<file path="src/rtl/ms_pkg.sv">
package ms_pkg;
   typedef enum logic [3:0] {
      OP_LOAD  = 4'd0,
      OP_STORE = 4'd1,
      OP_SWAP  = 4'd2,
      OP_FADD  = 4'd3,
      OP_PUSH  = 4'd4,
      OP_PUSHA = 4'd5,
      OP_POP   = 4'd6,
      OP_DROP  = 4'd7,
      OP_CALL  = 4'd8,
      OP_RET   = 4'd9
   } ms_op_e;

   typedef enum logic [1:0] {
      ST_IDLE = 2'd0,
      ST_ACT  = 2'd1,
      ST_FIN  = 2'd2
   } ms_state_e;

   function automatic logic op_is_rmw(input logic [3:0] op);
      return (op == OP_SWAP) || (op == OP_FADD);
   endfunction

   function automatic logic op_grows(input logic [3:0] op);
      return (op == OP_PUSH) || (op == OP_PUSHA) || (op == OP_CALL);
   endfunction

   function automatic logic op_shrinks(input logic [3:0] op);
      return (op == OP_POP) || (op == OP_DROP) || (op == OP_RET);
   endfunction

   function automatic logic op_writes_first(input logic [3:0] op);
      return (op == OP_STORE) || op_grows(op);
   endfunction

   function automatic logic op_uses_ram(input logic [3:0] op);
      return (op <= 4'd9) && (op != OP_DROP);
   endfunction

   function automatic logic op_returns_word(input logic [3:0] op);
      return (op == OP_LOAD) || (op == OP_POP) || op_is_rmw(op);
   endfunction
endpackage

</file>
<file path="src/rtl/ms_agen.sv">
module ms_agen #(
   parameter int DATA_W   = 32,
   parameter int SEL_W    = 3,
   parameter int BASE_CNT = 2
) (
   input  logic [DATA_W-1:0] imm,
   input  logic [SEL_W-1:0]  sel_a,
   input  logic [DATA_W-1:0] val_a,
   input  logic [SEL_W-1:0]  sel_b,
   input  logic [DATA_W-1:0] val_b,
   output logic [DATA_W-1:0] ea
);
   logic [DATA_W-1:0] opnd_a;
   logic [DATA_W-1:0] opnd_b;

   assign opnd_a = (sel_a == '0) ? '0 : val_a;

   generate
      if (BASE_CNT == 2) begin : g_two_base
         assign opnd_b = (sel_b == '0) ? '0 : val_b;
      end else if (BASE_CNT == 1) begin : g_one_base
         logic unused_b;
         assign unused_b = ^{sel_b, val_b};
         assign opnd_b = '0;
      end else begin : g_bad_base
         $error("ms_agen: BASE_CNT must be 1 or 2");
         assign opnd_b = '0;
      end
   endgenerate

   assign ea = imm + opnd_a + opnd_b;
endmodule

</file>
<file path="src/rtl/ms_stack.sv">
module ms_stack #(
   parameter int ADDR_W = 10,
   parameter int STEP   = 4,
   parameter logic [ADDR_W-1:0] SP_INIT = 512
) (
   input  logic              clk,
   input  logic              rst_n,
   input  logic              step_en,
   input  logic              step_down,
   output logic [ADDR_W-1:0] sp_q,
   output logic [ADDR_W-1:0] sp_lowered
);
   localparam logic [ADDR_W-1:0] STEP_V = ADDR_W'(STEP);

   assign sp_lowered = sp_q - STEP_V;

   always_ff @(posedge clk or negedge rst_n) begin
      if (!rst_n) begin
         sp_q <= SP_INIT;
      end else if (step_en) begin
         sp_q <= step_down ? sp_lowered : (sp_q + STEP_V);
      end
   end
endmodule

</file>
<file path="src/rtl/ms_merge.sv">
module ms_merge #(
   parameter int DATA_W = 32
) (
   input  logic [3:0]        op,
   input  logic              fin,
   input  logic [DATA_W-1:0] rdata,
   input  logic [DATA_W-1:0] held,
   input  logic [DATA_W-1:0] target,
   output logic [DATA_W-1:0] rmw_wdata,
   output logic [DATA_W-1:0] rsp_data,
   output logic [DATA_W-1:0] rsp_pc,
   output logic              rsp_pc_load
);
   import ms_pkg::*;

   always_comb begin
      rmw_wdata   = (op == OP_FADD) ? (rdata + held) : held;
      rsp_data    = '0;
      rsp_pc      = '0;
      rsp_pc_load = 1'b0;
      if (fin) begin
         if (op_returns_word(op)) rsp_data = rdata;
         if (op == OP_CALL) begin
            rsp_pc      = target;
            rsp_pc_load = 1'b1;
         end else if (op == OP_RET) begin
            rsp_pc      = rdata;
            rsp_pc_load = 1'b1;
         end
      end
   end
endmodule

</file>
<file path="src/rtl/ms_top.sv">
module ms_top #(
   parameter int DATA_W   = 32,
   parameter int ADDR_W   = 10,
   parameter int SEL_W    = 3,
   parameter int BASE_CNT = 2,
   parameter int STEP     = 4,
   parameter int SP_INIT  = 512
) (
   input  logic              clk,
   input  logic              rst_n,
   input  logic              req_valid,
   input  logic [3:0]        req_op,
   input  logic [DATA_W-1:0] req_imm,
   input  logic [SEL_W-1:0]  req_sel_a,
   input  logic [DATA_W-1:0] req_val_a,
   input  logic [SEL_W-1:0]  req_sel_b,
   input  logic [DATA_W-1:0] req_val_b,
   input  logic [DATA_W-1:0] req_src,
   input  logic [DATA_W-1:0] req_pc,
   output logic              busy,
   output logic              done,
   output logic [DATA_W-1:0] rsp_data,
   output logic [ADDR_W-1:0] rsp_sp,
   output logic [DATA_W-1:0] rsp_pc,
   output logic              rsp_pc_load,
   output logic              mem_en,
   output logic              mem_we,
   output logic [ADDR_W-1:0] mem_addr,
   output logic [DATA_W-1:0] mem_wdata,
   input  logic [DATA_W-1:0] mem_rdata
);
   import ms_pkg::*;

   localparam logic [ADDR_W-1:0] SP_INIT_V = ADDR_W'(SP_INIT);

   if (ADDR_W > DATA_W) begin : g_chk_addr
      $error("ms_top: ADDR_W must not exceed DATA_W");
   end
   if (STEP < 1) begin : g_chk_step
      $error("ms_top: STEP must be positive");
   end

   ms_state_e         state_q;
   logic              accept;
   logic [DATA_W-1:0] ea;
   logic [ADDR_W-1:0] sp_q;
   logic [ADDR_W-1:0] sp_lowered;
   logic [3:0]        op_q;
   logic [ADDR_W-1:0] addr_q;
   logic [DATA_W-1:0] held_q;
   logic [DATA_W-1:0] target_q;
   logic [ADDR_W-1:0] addr_nxt;
   logic [DATA_W-1:0] held_nxt;
   logic [DATA_W-1:0] rmw_wdata;
   logic              in_act;
   logic              in_fin;

   assign busy   = (state_q != ST_IDLE);
   assign accept = req_valid && !busy;
   assign in_act = (state_q == ST_ACT);
   assign in_fin = (state_q == ST_FIN);
   assign done   = in_fin;

   ms_agen #(
      .DATA_W(DATA_W), .SEL_W(SEL_W), .BASE_CNT(BASE_CNT)
   ) u_agen (
      .imm(req_imm), .sel_a(req_sel_a), .val_a(req_val_a),
      .sel_b(req_sel_b), .val_b(req_val_b), .ea(ea)
   );

   ms_stack #(
      .ADDR_W(ADDR_W), .STEP(STEP), .SP_INIT(SP_INIT_V)
   ) u_stack (
      .clk(clk), .rst_n(rst_n),
      .step_en(accept && (op_grows(req_op) || op_shrinks(req_op))),
      .step_down(op_grows(req_op)),
      .sp_q(sp_q), .sp_lowered(sp_lowered)
   );

   always_comb begin
      if (op_grows(req_op))        addr_nxt = sp_lowered;
      else if (op_shrinks(req_op)) addr_nxt = sp_q;
      else                         addr_nxt = ea[ADDR_W-1:0];
      case (req_op)
         OP_PUSHA: held_nxt = ea;
         OP_CALL:  held_nxt = req_pc;
         default:  held_nxt = req_src;
      endcase
   end

   always_ff @(posedge clk or negedge rst_n) begin
      if (!rst_n) begin
         state_q  <= ST_IDLE;
         op_q     <= 4'hF;
         addr_q   <= '0;
         held_q   <= '0;
         target_q <= '0;
      end else begin
         case (state_q)
            ST_IDLE: if (accept) state_q <= ST_ACT;
            ST_ACT:  state_q <= ST_FIN;
            default: state_q <= ST_IDLE;
         endcase
         if (accept) begin
            op_q     <= req_op;
            addr_q   <= addr_nxt;
            held_q   <= held_nxt;
            target_q <= req_imm;
         end
      end
   end

   ms_merge #(.DATA_W(DATA_W)) u_merge (
      .op(op_q), .fin(in_fin), .rdata(mem_rdata), .held(held_q),
      .target(target_q), .rmw_wdata(rmw_wdata), .rsp_data(rsp_data),
      .rsp_pc(rsp_pc), .rsp_pc_load(rsp_pc_load)
   );

   always_comb begin
      mem_en    = 1'b0;
      mem_we    = 1'b0;
      mem_addr  = addr_q;
      mem_wdata = held_q;
      if (in_act) begin
         mem_en = op_uses_ram(op_q);
         mem_we = op_writes_first(op_q);
      end else if (in_fin && op_is_rmw(op_q)) begin
         mem_en    = 1'b1;
         mem_we    = 1'b1;
         mem_wdata = rmw_wdata;
      end
   end

   assign rsp_sp = sp_q;
endmodule

</file>
<file path="config.mk">
export PLATFORM = sky130hd
export DESIGN_NAME = ms_top
export DESIGN_NICKNAME = d
export VERILOG_FILES = /design/src/rtl/ms_pkg.sv /design/src/rtl/ms_agen.sv /design/src/rtl/ms_stack.sv /design/src/rtl/ms_merge.sv /design/src/rtl/ms_top.sv
export SDC_FILE = /design/constraint.sdc
export NUM_CORES = 1
export LEC_CHECK = 0
export ABC_AREA = 1
export BUFFER_PORTS_ARGS = -buffer_cell sky130_fd_sc_hd__buf_2
export CAP_MARGIN = 20
export CORE_ASPECT_RATIO = 1.75
export CORE_MARGIN = 5
export CORE_UTILIZATION = 45
export CTS_CLUSTER_DIAMETER = 150
export CTS_CLUSTER_SIZE = 16
export DETAILED_ROUTE_END_ITERATION = 10
export HOLD_SLACK_MARGIN = 0.12
export PLACE_DENSITY_LB_ADDON = 0.1
export SLEW_MARGIN = 25
export SYNTH_ARGS = -nofsm -noshare
export SYNTH_HDL_FRONTEND = slang
export SYNTH_SLANG_ARGS = --single-unit
</file>
<file path="constraint.sdc">
create_clock -name clk -period 2.2 [get_ports clk]
set_input_delay 0.11 -clock clk [delete_from_list [all_inputs] [get_ports clk]]
set_output_delay 0.11 -clock clk [all_outputs]
set_load 0.03 [all_outputs]
</file>
==> results of run 1 <==
==> synthesized netlist by cell type (3+ instances only) <==
cell      instances  area [µm²]
nand3_1         102         510
o211ai_1          3        22.5
clkbuf_1         24        90.1
xnor2_1           6        52.6
inv_1           309        1160
nor3_1           15        75.1
nand2_1         651        2440
o21bai_1          6        45.0
a31oi_1          11        68.8
mux2i_1           3        30.0
and2_1            5        31.3
xor2_1           17         149
or2_2            16         100
dfrtp_1          83        2080
ha_1             63         788
buf_2            26         130
o21ai_0          57         285
inv_2             4        15.0
buf_4             5        37.5
a22oi_1           5        37.5
a41oi_1           4        35.0
o21ai_2           3        26.3
a21oi_1         125         626
nand4_1          12        75.1
nand3b_1          3        22.5
nor2_1          235         882
dfstp_2           5         131
a21o_1            3        22.5
buf_1             4        15.0
a221oi_1         23         201
fa_1             33         661
==> sequential cells by signal, summed over array words and instances, names as in the netlist <==
name	count
target_q	32
u_stack.sp_q	8
op_q	4
mem_addr	10
held_q	32
state_q	2
==> timing repair <==
| item | in CTS | in global routing |
|---|---|---|
| cloned | 7 | 3 |
| hold buffers | 63 | 0 |
| pin swaps | 146 | 221 |
| endpoints found under the setup margin | 95 | 94 |
| setup buffers | 34 | 37 |
| endpoints found under the hold margin | 80 | 0 |
| gates resized for setup | 574 | 346 |
==> report_power, final <==
group	total, mW	switching (mW)	internal, mW
logic	12.2	7.05	5.13
registers	2.62	0.505	2.11
clock network	1.74	0.713	1.03
total	16.5	8.27	8.27
==> per-layer routing <==
layer	wire (µm)	vias to the layer above	part of all wire, %
met1	20200	7389	35
met5	0	-	0
met3	3710	327	6.4
li1	-	7119	-
met4	4620	0	7.9
met2	29700	952	51
==> area by class of cell <==
type,instances,share of cell area (%)
Multi-Input combinational cell,1420,52.9
Timing Repair Buffer,665,26.2
Sequential cell,88,11.2
Inverter,316,6.15
Tap cell,308,1.95
Clock buffer,11,1.23
Clock inverter,5,0.412
Antenna cell,1,0.0127
==> worst max path at each step <==
stage,slack (ns),start,end,cells past startpoint
6_report,-0.35,req_sel_a[0],held_q[12],19
3_5_place_dp,-0.63,req_sel_a[1],held_q[26],18
5_1_grt,-0.63,req_sel_b[2],held_q[12],19
4_1_cts,-0.24,held_q[0],mem_wdata[28],15
2_1_floorplan,-0.25,req_sel_a[1],held_q[17],17
3_3_place_gp,-0.57,req_sel_b[1],held_q[20],18
==> logic make-up (layout without fill, tap and decap cells) <==
logic type / Yosys count / after routing / share of synthesized area (%)
other: 1 / 3 / 0.0341
AO/OA/AOI/OAI: 249 / 249 / 13.1
XOR/XNOR: 23 / 23 / 1.83
adder cells (fa/ha/maj): 96 / 96 / 13.2
flip-flops: 88 / 88 / 20.1
AND/OR/NAND/NOR: 1047 / 1047 / 38.3
buffers and inverters: 375 / 997 / 13.3
multiplexers: 3 / 3 / 0.273
==> critical path, stage by stage <==
cell and delay, ns:
buf_6 0.10, nor2_4 0.11, nand2_4 0.06, clkinv_4 0.06
buf_12 0.13, buf_16 0.14, nor2_2 0.05, fa_1 0.53
ha_4 0.37, nand2_4 0.09, inv_1 0.12, nand2_1 0.08
nand2_1 0.11, nand2_2 0.10, nand3_4 0.12, nor2_2 0.05
nor2_1 0.08, nand2_1 0.12, a22oi_1 0.26
==> results.cfg, run 1 <==
[logic_synthesis]
synth-warning-count = 0
ys_seq_area_share_pct = 20.1
syn_avg_cell_area_um2 = 5.85
synth_seq_cells = 88
synth_area_um2 = 11000
async_flop_share_pct = 100
yosysUniqueCellTypes = 49
synthCells = 1882
synth_edf_count = 0
synth-main-ff-cell = dfrtp_1

[timing]
setup-tns-final_ns = -13.21
slew_violations = 0
fin_skew_ns = 0.0103
relSlewSlack_pct = 50.1
fin_ws_ns = -0.346
tightest_slew_ns = 0.749
fmax_mhz = 393
hold_viol = 0
setup_viol = 64
worst_hold_slack_ns = 0.114
finalCritPeriodShare_pct = 116
rsz0062_at_grt = true
fin_crit_ns = 2.55

[critical_path]
cp_max_fo = 5
timing.rr.start = state_q[0]
reg2reg_depth = 6
critPathCaptureType = register
r2r_end = held_q[5]
cp.required_ns = 2.45
cp-start-kind = input pin
worstPathArrival_ns = 2.79
r2r_slack_ns = 0.07
critical_path_class = in2reg

[job]
maxCapViolCount = 0

[die]
dieArea_um2 = 27800
dieHeight_um = 217
rows = 75
die_w_um = 128
initial_utilization_pct = 45.8
core_um2 = 24000
io_pins = 326

[global_routing]
grtUsageTotal_pct = 36.8
busiest_layer = met2
gr-usage-met2_pct = 67.2
grt_pass1_wl_mm = 80.3
grt.overflow.total = 0
grt_use_met3_pct = 3.75
grt_pass1_vias = 15400
grt_antenna_before_repair = 1
grt_max_degree = 61
grtUsageMet1_pct = 40.2

[place]
port_buffers = 323
placed_cells = 2662
preCtsSetupSlack_ns = -0.628
dp_hpwl_mm = 38.8
gp_congestion = 1.01
dpl-instance-area_um2 = 14500

[clocking]
clock_path_buffers = 2
htreeDepth = 3
numCtsBuffers = 9
cts_tree = done
clock_tree.root_cell = clkbuf_16
clkSlewWorstSetupHoldPaths_ns = 0.07
clk_latency_ns = 0.35
cts.sink_count = 88

[detailed_routing]
wirelength_mm = 58.1
drc_errors = 0
firstDrtPassIters = 5
drt_iter0_markers = 1575
viasPerCell = 5.61
ant_nets = 0
vias = 15800
routedWlPerCell_um = 20.7

[run_status]
violations = setup timing
status = finished with violations

[finish]
syn2layout_area_growth_pct = 79.4
final_util_pct = 82.2
layout_common_cells = nand2_1, buf_2, inv_1
nFillCells = 1536
postLayoutCellArea_um2 = 19800
drive_above_1_share_pct = 48.7
fin_cells = 2814
regArea_um2 = 2220
multi_input_area_um2 = 10400
layout_commonest_cell = nand2_1
final_nets = 2801

[worst_hold_path]
worstHoldStart = req_pc[29]
hold_path_depth = 3
hold_path_class = in2reg
holdPathEnd = held_q[29]

[power]
p_leak_nw = 9.98
power-per-cell-area_nw_per_um2 = 837
power_mw = 16.5
ir_worst_vdd_mv = 0.862
(Power assumes the default switching activity.)
==> run 2: changes to the inputs <==
- ABC_AREA: 1 -> default
==> run 2 against run 1 <==
Effect of this change: the run still ends with setup timing left; core utilization decreased by 2.3 points; global-route usage is 2.5 points lower; wire length shrank 24%; clock skew increased by 0.0016 ns; total power down 13%; design area is 16% lower; synthesized area shrank 15%; final cell count down 25%.
==> results.cfg, run 2 <==
[critical_path]
r2r_end = mem_addr[9]
cp_max_fo = 3
critical_path_class = reg2out
cp.required_ns = 2.09
timing.rr.start = u_stack.sp_q[3]
critPathCaptureType = output port
worstPathArrival_ns = 3.07
cp-start-kind = register
reg2reg_depth = 7
r2r_slack_ns = 0.17

[power]
power-per-cell-area_nw_per_um2 = 870
ir_worst_vdd_mv = 0.719
p_leak_nw = 8.15
power_mw = 14.4

[run_status]
status = finished with violations
violations = setup timing

[finish]
drive_above_1_share_pct = 49.3
syn2layout_area_growth_pct = 76.6
layout_commonest_cell = buf_4
postLayoutCellArea_um2 = 16600
layout_common_cells = buf_4, buf_2, nand2_1
fin_cells = 2115
final_nets = 2156
nFillCells = 1407

[timing]
setup_viol = 63
finalCritPeriodShare_pct = 145
fmax_mhz = 314
tightest_slew_ns = 0.833
fin_crit_ns = 3.18
fin_skew_ns = 0.0119
hold_viol = 0
slew_violations = 0
relSlewSlack_pct = 44.3
fin_ws_ns = -0.983
rsz0062_at_grt = true
setup-tns-final_ns = -40.82

[clocking]
clk_latency_ns = 0.35
clock_path_buffers = 2
htreeDepth = 3
clock_tree.root_cell = clkbuf_16
numCtsBuffers = 9
clkSlewWorstSetupHoldPaths_ns = 0.07
cts_tree = done
cts.sink_count = 88

[logic_synthesis]
async_flop_share_pct = 100
yosysTopAreaCell = dfrtp_1
synth_edf_count = 0
synthTopCellsByCount = nand2_1, a21oi_1, dfrtp_1
synthCells = 1199
synthTopCellsByArea = dfrtp_1, nand2_1, ha_1, fa_1, a21oi_1
synth-warning-count = 0
syn_avg_cell_area_um2 = 7.83
synth.top_cell.area_share_pct = 22.1
yosysUniqueCellTypes = 75
yosysMostFrequentCell = nand2_1
synth_seq_cells = 88
ys_seq_area_share_pct = 23.5
synth_area_um2 = 9390
synth-main-ff-cell = dfrtp_1

[place]
gp_congestion = 0.985
dpl-instance-area_um2 = 13700
placed_cells = 1989
dp_hpwl_mm = 32.0
port_buffers = 323

[detailed_routing]
ant_nets = 0
routedWlPerCell_um = 21.0
vias = 12500
wirelength_mm = 44.4
drc_errors = 0
drt_iter0_markers = 1136
firstDrtPassIters = 6
viasPerCell = 5.90

[worst_hold_path]
worstHoldStart = req_imm[23]
hold_path_class = in2reg
holdPathEnd = target_q[23]
hold_path_depth = 4

[die]
initial_utilization_pct = 45.2
die_w_um = 119
dieArea_um2 = 24000
rows = 70
dieHeight_um = 201
core_um2 = 20800
io_pins = 326

[global_routing]
grt.overflow.total = 0
grt_max_degree = 45
grt_antenna_before_repair = 3
grt_pass1_wl_mm = 65.7
grtUsageTotal_pct = 34.2
grt_pass1_vias = 12500

[job]
maxCapViolCount = 0
## run 2: changes by cell type in the layout (fill, tap and decap cells not counted), moves of 39 or more
cell,before,now
nand2_1,466,218
inv_1,258,17
nand2_2,119,5
nor2_1,142,58
buf_4,223,304
nand2_4,62,2
nor2b_1,0,60
inv_2,48,3
nand3_1,56,13
nor2_2,48,5
nor2_4,47,4
a21oi_2,61,22
## run 2: final cells by class
class | count | area [µm²] | area share, %
Clock inverter | 6 | 95.1 | 0.573
Antenna cell | 3 | 7.51 | 0.0453
Clock buffer | 10 | 239 | 1.44
Inverter | 21 | 81.3 | 0.490
Multi-Input combinational cell | 1013 | 8420 | 50.8
Sequential cell | 88 | 2210 | 13.3
Tap cell | 252 | 315 | 1.90
Timing Repair Buffer | 722 | 5220 | 31.5
## run 2: worst max-delay path by stage
stage / end / startpoint / slack (ns) / cells past startpoint
CTS: mem_wdata[24] / held_q[0] / -0.97 / 14
detailed placement: held_q[17] / req_sel_a[0] / -1.23 / 16
floorplan: held_q[25] / req_sel_a[0] / -0.97 / 15
global placement: held_q[17] / req_sel_a[0] / -1.18 / 16
finish: mem_wdata[24] / held_q[0] / -0.98 / 14
global route: mem_wdata[30] / held_q[9] / -1.10 / 14
## run 2: kinds of logic after synthesis
logic type / after synthesis / synth area share [%]
flops: 88 / 23.5
buf+inv: 99 / 4.13
mux: 2 / 0.227
compound gates: 366 / 26.4
fa+ha+maj: 96 / 15.4
xor+xnor: 64 / 5.97
other cells: 1 / 0.0399
simple gates: 483 / 24.2
## run 2: timing repair
item | CTS | global route
setup endpoints to repair | 111 | 122
hold buffers | 59 | 0
buffers inserted | 37 | 29
pin swaps | 105 | 109
endpoints found under the hold margin | 84 | 0
gates cloned | 2 | 2
resized for setup | 234 | 103
## run 2: where the power goes
group / internal, mW / switching (mW) / leakage (nW)
clock: 1.04 / 0.697 / 0.164
sequential: 2.09 / 0.487 / 1.05
combinational: 4.80 / 5.30 / 6.93
## run 2: stage by stage
stage	hold slack [ns]	utilization, %	setup slack, ns
after global placement	0.117	66.0	-1.18
after detailed placement	0.113	66.0	-1.23
final	0.126	79.9	-0.983
after CTS	0.121	77.0	-0.972
after floorplan	-0.186	-	-0.968
after global routing	0.140	79.9	-1.10
## run 2: critical path, stage by stage (launching register included)
cell and delay, ns:
dfrtp_1 0.39, ha_4 0.16, inv_2 0.04, fa_2 0.33, nand2b_4 0.16, a21oi_4 0.23
a21oi_4 0.10, a2111oi_4 0.37, buf_4 0.18, a211oi_2 0.05, o21ai_1 0.16, a21oi_1 0.10
xor2_1 0.18, o21ai_2 0.14, buf_6 0.15
## run 2: layer usage
layer	up-vias	share of wire, %	global-route usage, %
li1	5628	-	-
met1	5885	36	40.0
met2	745	51	60.1
met3	226	6.7	4.57
met4	0	6.4	18.4
met5	-	0	0
==> run 3: changes to the inputs <==
- PLACE_DENSITY_LB_ADDON: 0.1 -> 0.15
==> run 3 against run 2 <==
Effect of this change: the flow still finishes with violations (setup timing); global-route usage fell by 0.68 points; clock skew fell by 0.0014 ns; non-clock buffer count fell by 27; critical path depth rose by 3; fmax fell by 2.7%; final cell count fell by 1.4%; sequential share of layout area rose by 0.32 points; total power fell by 3.6%; worst setup slack got worse by 0.089 ns; die area did not move; largest power group unchanged; highest routed layer unchanged.
==> results.cfg, run 3 (same netlist as run 2, synthesis figures left out) <==
[finish]
multi_input_area_um2 = 8330
layout_common_cells = buf_4, buf_2, nand2_1
postLayoutCellArea_um2 = 16200
nFillCells = 1438
regArea_um2 = 2210
final_nets = 2129
final_util_pct = 78.0
drive_above_1_share_pct = 48.6
layout_commonest_cell = buf_4
syn2layout_area_growth_pct = 72.4

[critical_path]
cp-start-kind = input pin
cp_max_fo = 6
critical_path_class = in2reg
critPathCaptureType = register
worstPathArrival_ns = 3.49
cpPeakStageDelay_ns = 0.40
crit_path_cell_trace = buf_6, nor3_4, buf_12, buf_8, buf_6, nor2b_1, fa_1, ha_1, a211oi_1, o21ai_1, a21oi_1, a21bo_4, a31oi_4, o21a_1, xnor2_2, a221oi_2, o21ai_1
cpMaxStageDelayCell = fa_1
cp.required_ns = 2.42

[timing]
rsz0062_at_grt = true
setup_viol = 62
fin_ws_ns = -1.07
fmax_mhz = 306
hold_viol = 0
finalCritPeriodShare_pct = 149
fin_skew_ns = 0.0104
tightest_slew_ns = 0.728
worst_hold_slack_ns = 0.127
slew_violations = 0
fin_crit_ns = 3.27
relSlewSlack_pct = 51.3

[place]
port_buffers = 323
dp_hpwl_mm = 32.4
dpl-instance-area_um2 = 13600
preCtsSetupSlack_ns = -1.29
gp_congestion = 0.962

[detailed_routing]
wl_met1_mm = 15.8
wl_met2_mm = 22.5
drc_errors = 0
top_layer = met4
viasPerCell = 5.84
vias = 12200
wirelength_mm = 43.7
dr_wl_met3_mm = 2.51
firstDrtPassIters = 8
ant_nets = 0
drt_iter0_markers = 881
routedWlPerCell_um = 21.0

[global_routing]
grt_pass1_wl_mm = 64.2
grt_max_degree = 55
grt.overflow.total = 0
grtUsageTotal_pct = 33.6
grt_antenna_before_repair = 1
grt_pass1_vias = 12200

[clocking]
clock_path_buffers = 2
cts_tree = done
htreeDepth = 3
cts.sink_count = 88
clock_tree.root_cell = clkbuf_16
numCtsBuffers = 9
clkSlewWorstSetupHoldPaths_ns = 0.07
clk_latency_ns = 0.35

[worst_hold_path]
hold_path_class = in2reg

[power]
power-per-cell-area_nw_per_um2 = 859
ir_worst_vdd_mv = 0.637
p_clk_share_pct = 10.5
netSwitchingPower_mw = 6.38
intPower_mw = 7.52
p_seq_share_pct = 18.4
power_frac_comb_pct = 71.1
p_sw_share_pct = 45.9
p_leak_nw = 7.97

[die]
io_pins = 326
dieArea_um2 = 24000
dieHeight_um = 201
die_w_um = 119
core_um2 = 20800
initial_utilization_pct = 45.2
rows = 70

[job]
maxCapViolCount = 0

[run_status]
status = finished with violations
violations = setup timing
[run 3: final cells by class]
class | instances | share of cell area, %
clock buffers | 9 | 1.39
flip-flops and latches | 88 | 13.6
well taps | 252 | 1.95
repair buffers | 695 | 30.7
inverters | 21 | 0.502
multi-input cells | 1013 | 51.4
clock inverters | 7 | 0.325
diodes | 1 | 0.0155
[run 3: repair_timing]
item	in CTS	in global routing
gates cloned	0	2
endpoints found under the setup margin	65	107
setup buffers	23	25
pin swaps	93	79
resized for setup	188	131
endpoints found under the hold margin	129	0
hold buffers	54	0
[run 3: power by group through the flow]
stage	registers (mW)	clock network, mW	logic, mW
2_1_floorplan	2.68	0	4.48
3_3_place_gp	2.54	0	7.75
3_5_place_dp	2.55	0	7.85
4_1_cts	2.53	1.47	8.92
5_1_grt	2.59	1.56	10.5
6_report	2.55	1.46	9.88
[run 3: through the flow]
stage	power [mW]	TNS (ns)	std cells
after floorplan	7.16	-22.03	1200
after global placement	10.3	-40.11	1973
after detailed placement	10.4	-42.83	1973
after CTS	12.9	-36.29	2064
after global routing	14.7	-46.87	2086
final	13.9	-40.64	2086
[run 3: worst paths after layout]
kind	startpoint	endpoint	slack [ns]	cells after the start
worst min-delay path	req_src[10]	held_q[10]	0.13	3
worst min register to register	target_q[29]	target_q[29]	0.48	2
worst max register to register	state_q[1]	held_q[23]	0.11	6
min in group asynchronous	rst_n	mem_addr[6]	0.20	2
max in group asynchronous	rst_n	op_q[0]	1.38	3
worst max-delay path	req_sel_b[1]	held_q[25]	-1.07	17
[run 3: critical path, delay by kind of cell]
family,cells,cell delay (ns)
adder cells (fa/ha/maj),2,0.80
AND/OR/NAND/NOR,2,0.28
XOR/XNOR,1,0.08
AO/OA/AOI/OAI,8,1.74
buffers and inverters,4,0.48
[run 3: metal layers]
metal  vias to the layer above  GRT usage (%)
met1                      5837           38.4
li1                       5572              -
met3                       187           3.89
met4                         0           18.7
met5                         -              0
met2                       596           59.8
